===== src/rtl/dpc_pkg.sv =====
package dpc_pkg;
    typedef enum logic [1:0] {
        ST_IDLE,
        ST_ACTIVE,
        ST_DRAIN,
        ST_DONE
    } dpc_state_t;
endpackage


===== src/rtl/dpc_window.sv =====
// Four line delays sharing one pointer, feeding a 5x5 register window.
// win[r][c]: r=4 is the newest row, c=4 the newest column.
module dpc_window #(
    parameter int PIX_W = 8,
    parameter int IMG_W = 12
) (
    input  logic                         clk,
    input  logic                         rst_n,
    input  logic                         step,
    input  logic [PIX_W-1:0]             din,
    output logic [4:0][4:0][PIX_W-1:0]   win
);
    localparam int PTR_W = $clog2(IMG_W);

    logic [PTR_W-1:0]           ptr;
    logic [4:0][PIX_W-1:0]      col;

    assign col[4] = din;

    for (genvar i = 0; i < 4; i++) begin : g_line
        logic [PIX_W-1:0] mem [IMG_W];
        assign col[3-i] = mem[ptr];
        always_ff @(posedge clk) begin
            if (step) begin
                mem[ptr] <= col[4-i];
            end
        end
    end

    always_ff @(posedge clk) begin
        if (!rst_n) begin
            ptr <= '0;
            win <= '0;
        end else if (step) begin
            ptr <= (ptr == PTR_W'(IMG_W-1)) ? '0 : ptr + 1'b1;
            for (int r = 0; r < 5; r++) begin
                for (int c = 0; c < 4; c++) begin
                    win[r][c] <= win[r][c+1];
                end
                win[r][4] <= col[r];
            end
        end
    end
endmodule


===== src/rtl/dpc_median8.sv =====
// Median of eight: floor of the mean of the 4th and 5th smallest values.
module dpc_median8 #(
    parameter int PIX_W = 8
) (
    input  logic [7:0][PIX_W-1:0] v,
    output logic [PIX_W-1:0]      med
);
    logic [7:0][2:0]   rank;
    logic [PIX_W-1:0]  lo, hi;
    logic [PIX_W:0]    sum;

    always_comb begin
        for (int i = 0; i < 8; i++) begin
            int r;
            r = 0;
            for (int j = 0; j < 8; j++) begin
                if (j != i && (v[j] < v[i] || (v[j] == v[i] && j < i))) begin
                    r++;
                end
            end
            rank[i] = 3'(r);
        end
        lo = '0;
        hi = '0;
        for (int i = 0; i < 8; i++) begin
            if (rank[i] == 3'd3) lo = v[i];
            if (rank[i] == 3'd4) hi = v[i];
        end
        sum = {1'b0, lo} + {1'b0, hi};
        med = sum[PIX_W:1];
    end
endmodule


===== src/rtl/dpc_corrector.sv =====
module dpc_corrector
    import dpc_pkg::*;
#(
    parameter int PIX_W = 8,
    parameter int IMG_W = 12,
    parameter int IMG_H = 8,
    parameter int CNT_W = 16
) (
    input  logic             clk,
    input  logic             rst_n,
    input  logic             in_valid,
    input  logic             in_sof,
    input  logic [PIX_W-1:0] in_pix,
    input  logic [PIX_W-1:0] thr_hot,
    input  logic [PIX_W-1:0] thr_cold,
    output logic             out_valid,
    output logic [PIX_W-1:0] out_pix,
    output logic             out_fix,
    output logic [CNT_W-1:0] defect_count
);
    localparam int NPIX   = IMG_W * IMG_H;
    localparam int LAT    = 2 * IMG_W + 2;
    localparam int LAST   = NPIX + LAT - 1;
    localparam int STEP_W = $clog2(NPIX + LAT + 1);
    localparam int COL_W  = $clog2(IMG_W + 1);
    localparam int ROW_W  = $clog2(IMG_H + 1);

    dpc_state_t                 state, nstate;
    logic                       step;
    logic [PIX_W-1:0]           din;
    logic [STEP_W-1:0]          step_cnt;
    logic [COL_W-1:0]           cen_col;
    logic [ROW_W-1:0]           cen_row;
    logic                       cen_int, win_ok;
    logic [CNT_W-1:0]           cnt;
    logic [4:0][4:0][PIX_W-1:0] win;
    logic [7:0][PIX_W-1:0]      nb;
    logic [PIX_W-1:0]           ctr, med;
    logic                       hot, cold, fix, interior, centre_now;
    logic [CNT_W-1:0]           fix_inc;

    dpc_window #(.PIX_W(PIX_W), .IMG_W(IMG_W)) u_window (
        .clk(clk), .rst_n(rst_n), .step(step), .din(din), .win(win)
    );

    assign nb = {win[0][0], win[0][2], win[0][4], win[2][0],
                 win[2][4], win[4][0], win[4][2], win[4][4]};

    dpc_median8 #(.PIX_W(PIX_W)) u_median (.v(nb), .med(med));

    // State register
    always_ff @(posedge clk) begin
        if (!rst_n) state <= ST_IDLE;
        else        state <= nstate;
    end

    // Transitions: start, last_in, drained, rearm
    always_comb begin
        nstate = state;
        step   = 1'b0;
        unique case (state)
            ST_IDLE: begin
                if (in_valid && in_sof) begin
                    step   = 1'b1;
                    nstate = ST_ACTIVE;
                end
            end
            ST_ACTIVE: begin
                if (in_valid) begin
                    step = 1'b1;
                    if (step_cnt == STEP_W'(NPIX-1)) nstate = ST_DRAIN;
                end
            end
            ST_DRAIN: begin
                step = 1'b1;
                if (step_cnt == STEP_W'(LAST)) nstate = ST_DONE;
            end
            ST_DONE: nstate = ST_IDLE;
            default: nstate = ST_IDLE;
        endcase
    end

    assign din        = (state == ST_DRAIN) ? '0 : in_pix;
    assign centre_now = step && (step_cnt >= STEP_W'(LAT));
    assign interior   = (cen_col >= COL_W'(2)) && (cen_col <= COL_W'(IMG_W-3)) &&
                        (cen_row >= ROW_W'(2)) && (cen_row <= ROW_W'(IMG_H-3));

    always_comb begin
        ctr     = win[2][2];
        hot     = (ctr > med) && ((ctr - med) > thr_hot);
        cold    = (med > ctr) && ((med - ctr) > thr_cold);
        fix     = cen_int && (hot || cold);
        fix_inc = CNT_W'(win_ok && fix);
    end

    // Datapath and outputs
    always_ff @(posedge clk) begin
        if (!rst_n) begin
            step_cnt     <= '0;
            cen_col      <= '0;
            cen_row      <= '0;
            cen_int      <= 1'b0;
            win_ok       <= 1'b0;
            cnt          <= '0;
            out_valid    <= 1'b0;
            out_fix      <= 1'b0;
            out_pix      <= '0;
            defect_count <= '0;
        end else begin
            win_ok <= centre_now;
            if (state == ST_DONE) begin
                step_cnt <= '0;
                cen_col  <= '0;
                cen_row  <= '0;
            end else begin
                if (step) step_cnt <= step_cnt + 1'b1;
                if (centre_now) begin
                    cen_int <= interior;
                    if (cen_col == COL_W'(IMG_W-1)) begin
                        cen_col <= '0;
                        cen_row <= cen_row + 1'b1;
                    end else begin
                        cen_col <= cen_col + 1'b1;
                    end
                end
            end
            out_valid <= win_ok;
            out_fix   <= win_ok && fix;
            out_pix   <= fix ? med : ctr;
            if (state == ST_DONE) begin
                defect_count <= cnt + fix_inc;
                cnt          <= '0;
            end else begin
                cnt <= cnt + fix_inc;
            end
        end
    end
endmodule


===== config.mk =====
export PLATFORM = sky130hd
export DESIGN_NAME = dpc_corrector
export DESIGN_NICKNAME = d
export VERILOG_FILES = /design/src/rtl/dpc_pkg.sv /design/src/rtl/dpc_window.sv /design/src/rtl/dpc_median8.sv /design/src/rtl/dpc_corrector.sv
export SDC_FILE = /design/constraint.sdc
export NUM_CORES = 1
export LEC_CHECK = 0
export CORE_MARGIN = 2
export CORE_UTILIZATION = 35
export DETAILED_ROUTE_END_ITERATION = 7
export GPL_TIMING_DRIVEN = 0
export PLACE_DENSITY_LB_ADDON = 0.1
export REMOVE_ABC_BUFFERS = 1
export SLEW_MARGIN = 15
export SYNTH_ARGS = -nofsm -noshare
export SYNTH_HDL_FRONTEND = slang
export SYNTH_HIERARCHICAL = 1
export SYNTH_SLANG_ARGS = --single-unit

===== constraint.sdc =====
create_clock -name clk -period 20.2 [get_ports clk]
set_clock_uncertainty 0.2 [all_clocks]
set_input_delay 4.04 -clock clk [delete_from_list [all_inputs] [get_ports clk]]
set_output_delay 4.04 -clock clk [all_outputs]
set_load 0.02 [all_outputs]

-- Word level (Yosys, flattened, before mapping)
Memories as Yosys holds them, arrays and structs flattened. A register that Yosys moved wholly into a read port is not among the register bits.
Index checks and enable logic that the tools add are counted.
- register bits: 177
- bits of input ports: 28
- logic and storage cells: 344
- memories kept: 4
- output and inout bits: 26
- bits in writable memories: 384
- memories (name ; depth ; bits a word ; rd ports ; clocked after Yosys merged registers in ; write ports ; RTL line ; source):
    u_window.g_line[0].mem ; 12 ; 8 ; 1 ; 1 ; 1 ; dpc_window.sv:21 ; logic [PIX_W-1:0] mem [IMG_W];
    u_window.g_line[1].mem ; 12 ; 8 ; 1 ; 1 ; 1 ; dpc_window.sv:21 ;
    u_window.g_line[2].mem ; 12 ; 8 ; 1 ; 1 ; 1 ; dpc_window.sv:21 ;
    u_window.g_line[3].mem ; 12 ; 8 ; 1 ; 1 ; 1 ; dpc_window.sv:21 ;
- bitwise operators: 2
- muxes and demuxes: 92
- eq/ne operators: 55
- add/sub/neg operators: 56
- reductions and logical operators: 44
- $lt $le $gt $ge: 65
- operator list (cell ; count):
    8-bit less-than comparator ; 56
    8-bit equality test ; 28
    3-bit 2-to-1 mux ; 48
    8-bit 2-to-1 mux ; 18
    3-bit by 2-bit adder with 3-bit output (second input constant) ; 40
    8-bit greater-than comparator ; 4
    4-bit 2-to-1 mux ; 8
    1-bit logical OR ; 29
    3-bit by 2-bit equality test with 1-bit output (second input constant) ; 8
    3-bit equality test (second input constant) ; 8
    1-bit by 1-bit adder with 2-bit output (second input constant) ; 8
    16-bit by 1-bit adder with 16-bit output ; 1
    8-bit subtractor ; 2
    7-bit equality test (second input constant) ; 2
    4-bit by 1-bit adder with 4-bit output (second input constant) ; 3
    1-bit 2-to-1 mux ; 12
    8-bit by 8-bit adder with 9-bit output ; 1
    1-bit logical AND ; 9
    4-bit equality test (second input constant) ; 2
    4-bit by 2-bit greater-or-equal comparator with 1-bit output (second input constant) ; 2
    2-bit 2-to-1 mux ; 4
    2-bit inequality test (second input constant) ; 4
    2-bit case mux with 4 select lines ; 1
    7-bit by 1-bit adder with 7-bit output (second input constant) ; 1
    other kinds (12) ; 15

-- Depth between registers and ports, before layout
- depth in word-level cells: 31
- depth in mapped cells: 61
- gate-level depth less buffers: 59

-- Cells and area by module
Netlist, hierarchy kept.
- by module, submodules not included (module ; instances ; cells an instance ; area each (µm²) ; sequential area each (µm²)):
    dpc_window ; 1 ; 1333 ; 22306.4 ; 15695.1
    dpc_median8 ; 1 ; 1249 ; 9449.1 ; 0.0
    dpc_corrector ; 1 ; 442 ; 3809.9 ; 1221.2

-- Worst setup path after synthesis
No wires, ideal clock.
- kind: reg2reg
- from: reg u_window/win[113] (netlist name)
- to: reg defect_count[12]
- data arrival time: 10.377 ns
- setup slack: 9.490 ns
- buffers on the path: 3
- cell stages (with the launch flop): 59
- required time: 19.868 ns
- period minus slack after synthesis: 10.710 ns
- library setup time: 0.132 ns
- cells stage by stage: dfxtp_1 -> inv_1 -> ha_1 -> nor2b_1 -> o211a_1 -> o21a_1 -> o21ai_1 -> inv_1 -> ha_1 -> xnor2_1 -> ha_1 -> mux2i_1 -> and2_1 -> inv_1 -> ha_1 -> nand2_1 -> a21oi_1 -> or2_2 -> [23 not listed] -> or2_2 -> a21oi_1 -> a21oi_1 -> xor2_1 -> ha_1 -> nand4_1 -> a21oi_1 -> o22ai_1 -> o32ai_1 -> buf_2 -> and2_1 -> ha_1 -> ha_1 -> nand3_1 -> nor2_1 -> nand2_1 -> xor2_1 -> a21oi_1
- cells in the longest elaborated chain, start to end: 29
- elaborated cells between the ends (all ways): 141
- those cells by class: 34 x add/sub; 18 x order compare; 23 x eq/ne; 54 x mux; 12 x reduce/logical
- RTL lines (what ; RTL line ; source):
    8-bit less-than comparator / 8-bit equality test (equally long branches) ; dpc_median8.sv:17 ; if (j != i && (v[j] < v[i] || (v[j] == v[i] && j < i))) begin
    1-bit logical OR ; dpc_median8.sv:17 ;
    1-bit 2-to-1 mux ; dpc_median8.sv:17 ;
    1-bit by 1-bit adder with 2-bit output ; dpc_median8.sv:18 ; r++;
    3-bit 2-to-1 mux ; dpc_median8.sv:17 ;
    3-bit by 2-bit adder with 3-bit output ; dpc_median8.sv:18 ;
    3-bit 2-to-1 mux ; dpc_median8.sv:17 ;
    3-bit by 2-bit adder with 3-bit output ; dpc_median8.sv:18 ;
    [14 not listed] ; n/a ;
    via med[5] ; dpc_corrector.sv:38 ; logic [PIX_W-1:0] ctr, med;
    8-bit subtractor, on equally long branches ; dpc_corrector.sv:90, dpc_corrector.sv:91 ;
    8-bit greater-than comparator, on equally long branches ; dpc_corrector.sv:90, dpc_corrector.sv:91 ;
    1-bit logical AND, on equally long branches ; dpc_corrector.sv:90, dpc_corrector.sv:91 ;
    1-bit logical OR * ; dpc_corrector.sv:92 ; fix = cen_int && (hot || cold);
    1-bit logical AND * ; dpc_corrector.sv:92 ;
    1-bit logical AND * ; dpc_corrector.sv:93 ; fix_inc = CNT_W'(win_ok && fix);
    via fix_inc[0] ; dpc_corrector.sv:40 ; logic [CNT_W-1:0] fix_inc;
    16-bit by 1-bit adder with 16-bit output * ; dpc_corrector.sv:131 ; defect_count <= cnt + fix_inc;
    end signal, assigned ; dpc_corrector.sv:131 ;
    end, declared ; dpc_corrector.sv:19 ; output logic [CNT_W-1:0] defect_count
The timed path passes the listed nets; every way through them passes the cells marked *.
A chain may end at the register's enable or synchronous reset.

-- Worst setup path after layout
- from: reg u_window/win[113] (netlist name)
- to: reg defect_count[12]
- cells in the longest elaborated chain, start to end: 29
- elaborated cells between the ends (all ways): 141
- those cells by class: 34 x add/sub; 18 x order compare; 23 x eq/ne; 54 x mux; 12 x reduce/logical
- RTL lines (what ; RTL line):
    8-bit less-than comparator / 8-bit equality test (equally long branches) ; dpc_median8.sv:17
    1-bit logical OR ; dpc_median8.sv:17
    1-bit 2-to-1 mux ; dpc_median8.sv:17
    1-bit by 1-bit adder with 2-bit output ; dpc_median8.sv:18
    3-bit 2-to-1 mux ; dpc_median8.sv:17
    3-bit by 2-bit adder with 3-bit output ; dpc_median8.sv:18
    3-bit 2-to-1 mux ; dpc_median8.sv:17
    3-bit by 2-bit adder with 3-bit output ; dpc_median8.sv:18
    [14 not listed] ; n/a
    via med[5] ; dpc_corrector.sv:38
    8-bit subtractor, on equally long branches ; dpc_corrector.sv:90, dpc_corrector.sv:91
    8-bit greater-than comparator, on equally long branches ; dpc_corrector.sv:90, dpc_corrector.sv:91
    1-bit logical AND, on equally long branches ; dpc_corrector.sv:90, dpc_corrector.sv:91
    1-bit logical OR * ; dpc_corrector.sv:92
    1-bit logical AND * ; dpc_corrector.sv:92
    1-bit logical AND * ; dpc_corrector.sv:93
    via fix_inc[0] ; dpc_corrector.sv:40
    16-bit by 1-bit adder with 16-bit output * ; dpc_corrector.sv:131
Marks and branches as above.

==> impl_summary.md <==
Min path
The hold path depth is 1. The path category of the worst min-delay check is reg -> reg.

Place
The number of port buffers is 53. The global placer's final weighted congestion is 0.878. The total half-perimeter wirelength after legalization and detailed placement is 62400 um. The placed instances occupy a cell area of 34700 um^2.

Route
The first TritonRoute pass finished after 7 iterations. The count of antenna-violating nets left after detailed routing is 0. In the routed design, unresolved DRC markers number 0. The DRC marker count from the first detailed-route iteration is 1503. The overall routed net length is 92100 um. Summing over every cut layer, the via total after detailed routing is 21900. The average detailed-routed wire length per instance is 22.5 um. Dividing the detail-routed via count by the number of cells gives 5.35.

Final layout
The number of nets in the finished design is 3157. The area growth from synthesis to layout is 12.7%. After routing the design area is 36800 um^2. The fraction of final layout cells with drive strength greater than 1 is 9.99%. The diode insertion count for antenna repair is 0.

Floorplan
The die covers 95800 um^2. From left edge to right edge, the die measures 309 um. In this run the standard cell core region covers 92900 um^2. For this configuration, the core starts out at a cell density of 35.1%.

The floorplan step set the die height to 309 um. The I/O pin count is 54. Row generation in the floorplan step produced 112 rows.

Global route
The maximum number of pins on one net before global-route repair is 98. The number of global-route vias before repair is 21900. The total routing usage reported by global routing is 19.2%. The first-pass GRT wire length is 137000 um. The total global routing overflow is 0. The number of antenna violations at the first check in global routing is 0.

Clock network
The number of setup buffers added after CTS is 0. The clock network latency to the later pin of the worst-skew pair is 0.66 ns. The maximum count of clock buffers along a single path is 3. The root buffer cell chosen for the clock tree is sky130_fd_sc_hd__clkbuf_16. The clock edge transition at the registers on the reported setup and hold paths is 0.06 ns.

TritonCTS created 61 clock buffers. After clock tree synthesis, the repair step resized 0 gates. CTS saw 573 sinks. The number of hold buffers added after CTS is 0. In this run the number of H-tree levels came out at 2. TritonCTS built the clock tree.

Job
The tool flagged a number of max-cap violations equal to 0.

Critical path
The master of the slowest instance on the critical path is sky130_fd_sc_hd__dfxtp_1. The worst setup path is captured at a register. The largest stage delay on the critical path is 0.94 ns. At the worst endpoint, the arrival time is 14.03 ns. The worst setup path is launched from a register. The register-to-register setup slack is 6.47 ns.

The largest fanout on the critical path is 15. STA puts the critical path data required time at 20.49 ns. The type of the setup path with the least slack is reg -> reg. The length in cells of the worst reg-to-reg path is 56. The most repeated library cell on the critical path is sky130_fd_sc_hd__ha_1.

STA
Setup violations remaining at the end of the flow were counted as 0. The share of the cycle needed by the critical path after routing is 68.0%. The total count of hold-check failures in the final report is 0. At the pin with the least slew margin, the transition time is 1.09 ns. The worst max-slew margin expressed relative to the limit is 26.8%. The clock period minus worst slack is 13.73 ns.

The number of max-slew violations in the final report is 0. Based on the critical path, the design can be clocked at up to 0.0728 GHz. The final setup TNS is 0 ns.

Setup repair after global routing left no endpoint under its margin.

Logic synthesis
Synthesis handed over a netlist of 2773 instances. The area of the mapped netlist is 32700 um^2. For this run, the number of Yosys warnings is 6. The post-synthesis average cell area is 11.8 um^2.

Outcome
The run finished with clean final reports.
-- worst paths after layout --
path	start	end
max	u_window/win[113]$_SDFFE_PN0P_	defect_count[12]$_SDFFE_PN0P_
min	win_ok$_SDFF_PN0_	out_valid$_SDFF_PN0_
max reg2reg	u_window/win[113]$_SDFFE_PN0P_	defect_count[12]$_SDFFE_PN0P_
min reg2reg	win_ok$_SDFF_PN0_	out_valid$_SDFF_PN0_
-- registers in the layout (all words and copies together), names as in the netlist, named ones only --
name and flops:
cen_row 4, out_fix 1, win_ok 1, u_window/g_line.mem 384, u_window/ptr 4, cen_col 4, state 2, out_pix 8
u_window/win 120, cnt 16, out_valid 1, cen_int 1, defect_count 16, step_cnt 7
-- metrics by stage --
step	hold slack, ns	setup slack [ns]	std cells	util, %
after floorplan	0.236	6.70	2658	-
after global placement	0.256	1.21	3965	36.8
after detailed placement	0.255	6.51	3984	37.3
after CTS	0.273	6.43	4098	39.6
after global routing	0.290	5.50	4098	39.6
final	0.267	6.47	4098	39.6
-- layout by cell type, fill, tap and decap left out, types with 22 or more instances in the layout --
cell type                           n
sky130_fd_sc_hd__edfxtp_1         384
sky130_fd_sc_hd__ha_1             332
sky130_fd_sc_hd__dfxtp_1          184
sky130_fd_sc_hd__nand2_1          180
sky130_fd_sc_hd__mux2i_1          174
sky130_fd_sc_hd__inv_1            159
sky130_fd_sc_hd__nor2b_1          146
sky130_fd_sc_hd__nor2_1           128
sky130_fd_sc_hd__a21oi_1          117
sky130_fd_sc_hd__mux4_2            81
sky130_fd_sc_hd__o21ai_0           78
sky130_fd_sc_hd__clkbuf_16         62
sky130_fd_sc_hd__xnor2_1           55
sky130_fd_sc_hd__nand3_1           55
sky130_fd_sc_hd__clkdlybuf4s50_1   52
sky130_fd_sc_hd__nand4_1           44
sky130_fd_sc_hd__a21o_1            42
sky130_fd_sc_hd__xor2_1            37
sky130_fd_sc_hd__o21ai_1           34
sky130_fd_sc_hd__o211ai_1          25
sky130_fd_sc_hd__o21a_1            25
sky130_fd_sc_hd__nor3_1            22
sky130_fd_sc_hd__and3_1            22
-- worst max-delay path, delay by kind of cell (launching register included) --
kind                     cells  cell delay, ns
multiplexers                 2            0.49
XOR/XNOR                     6            1.33
AND/OR/NAND/NOR             15            2.95
buffers and inverters        5            0.72
flip-flops                   1            0.94
adder cells (fa/ha/maj)     11            3.28
AO/OA/AOI/OAI               17            3.64
-- per-layer routing --
layer  track usage [%]  vias to the layer above  wire length [um]
met3              2.63                      138              4000
met2              32.4                      471             43700
li1                  -                    10400                 -
met4              5.64                        0              2440
met1              25.6                    10900             42000
met5                 0                        -                 0
-- layout make-up --
type	instances	area, um^2
Inverter	161	609
Multi-Input combinational cell	1924	16300
Clock buffer	80	1720
Sequential cell	573	15300
Tap cell	1254	1570
Fill cell	8797	56100
Clock inverter	34	384
Timing Repair Buffer	72	931
Power is not shown: default switching activity piles up to over one toggle a cycle in this logic, so the estimate is an artifact.
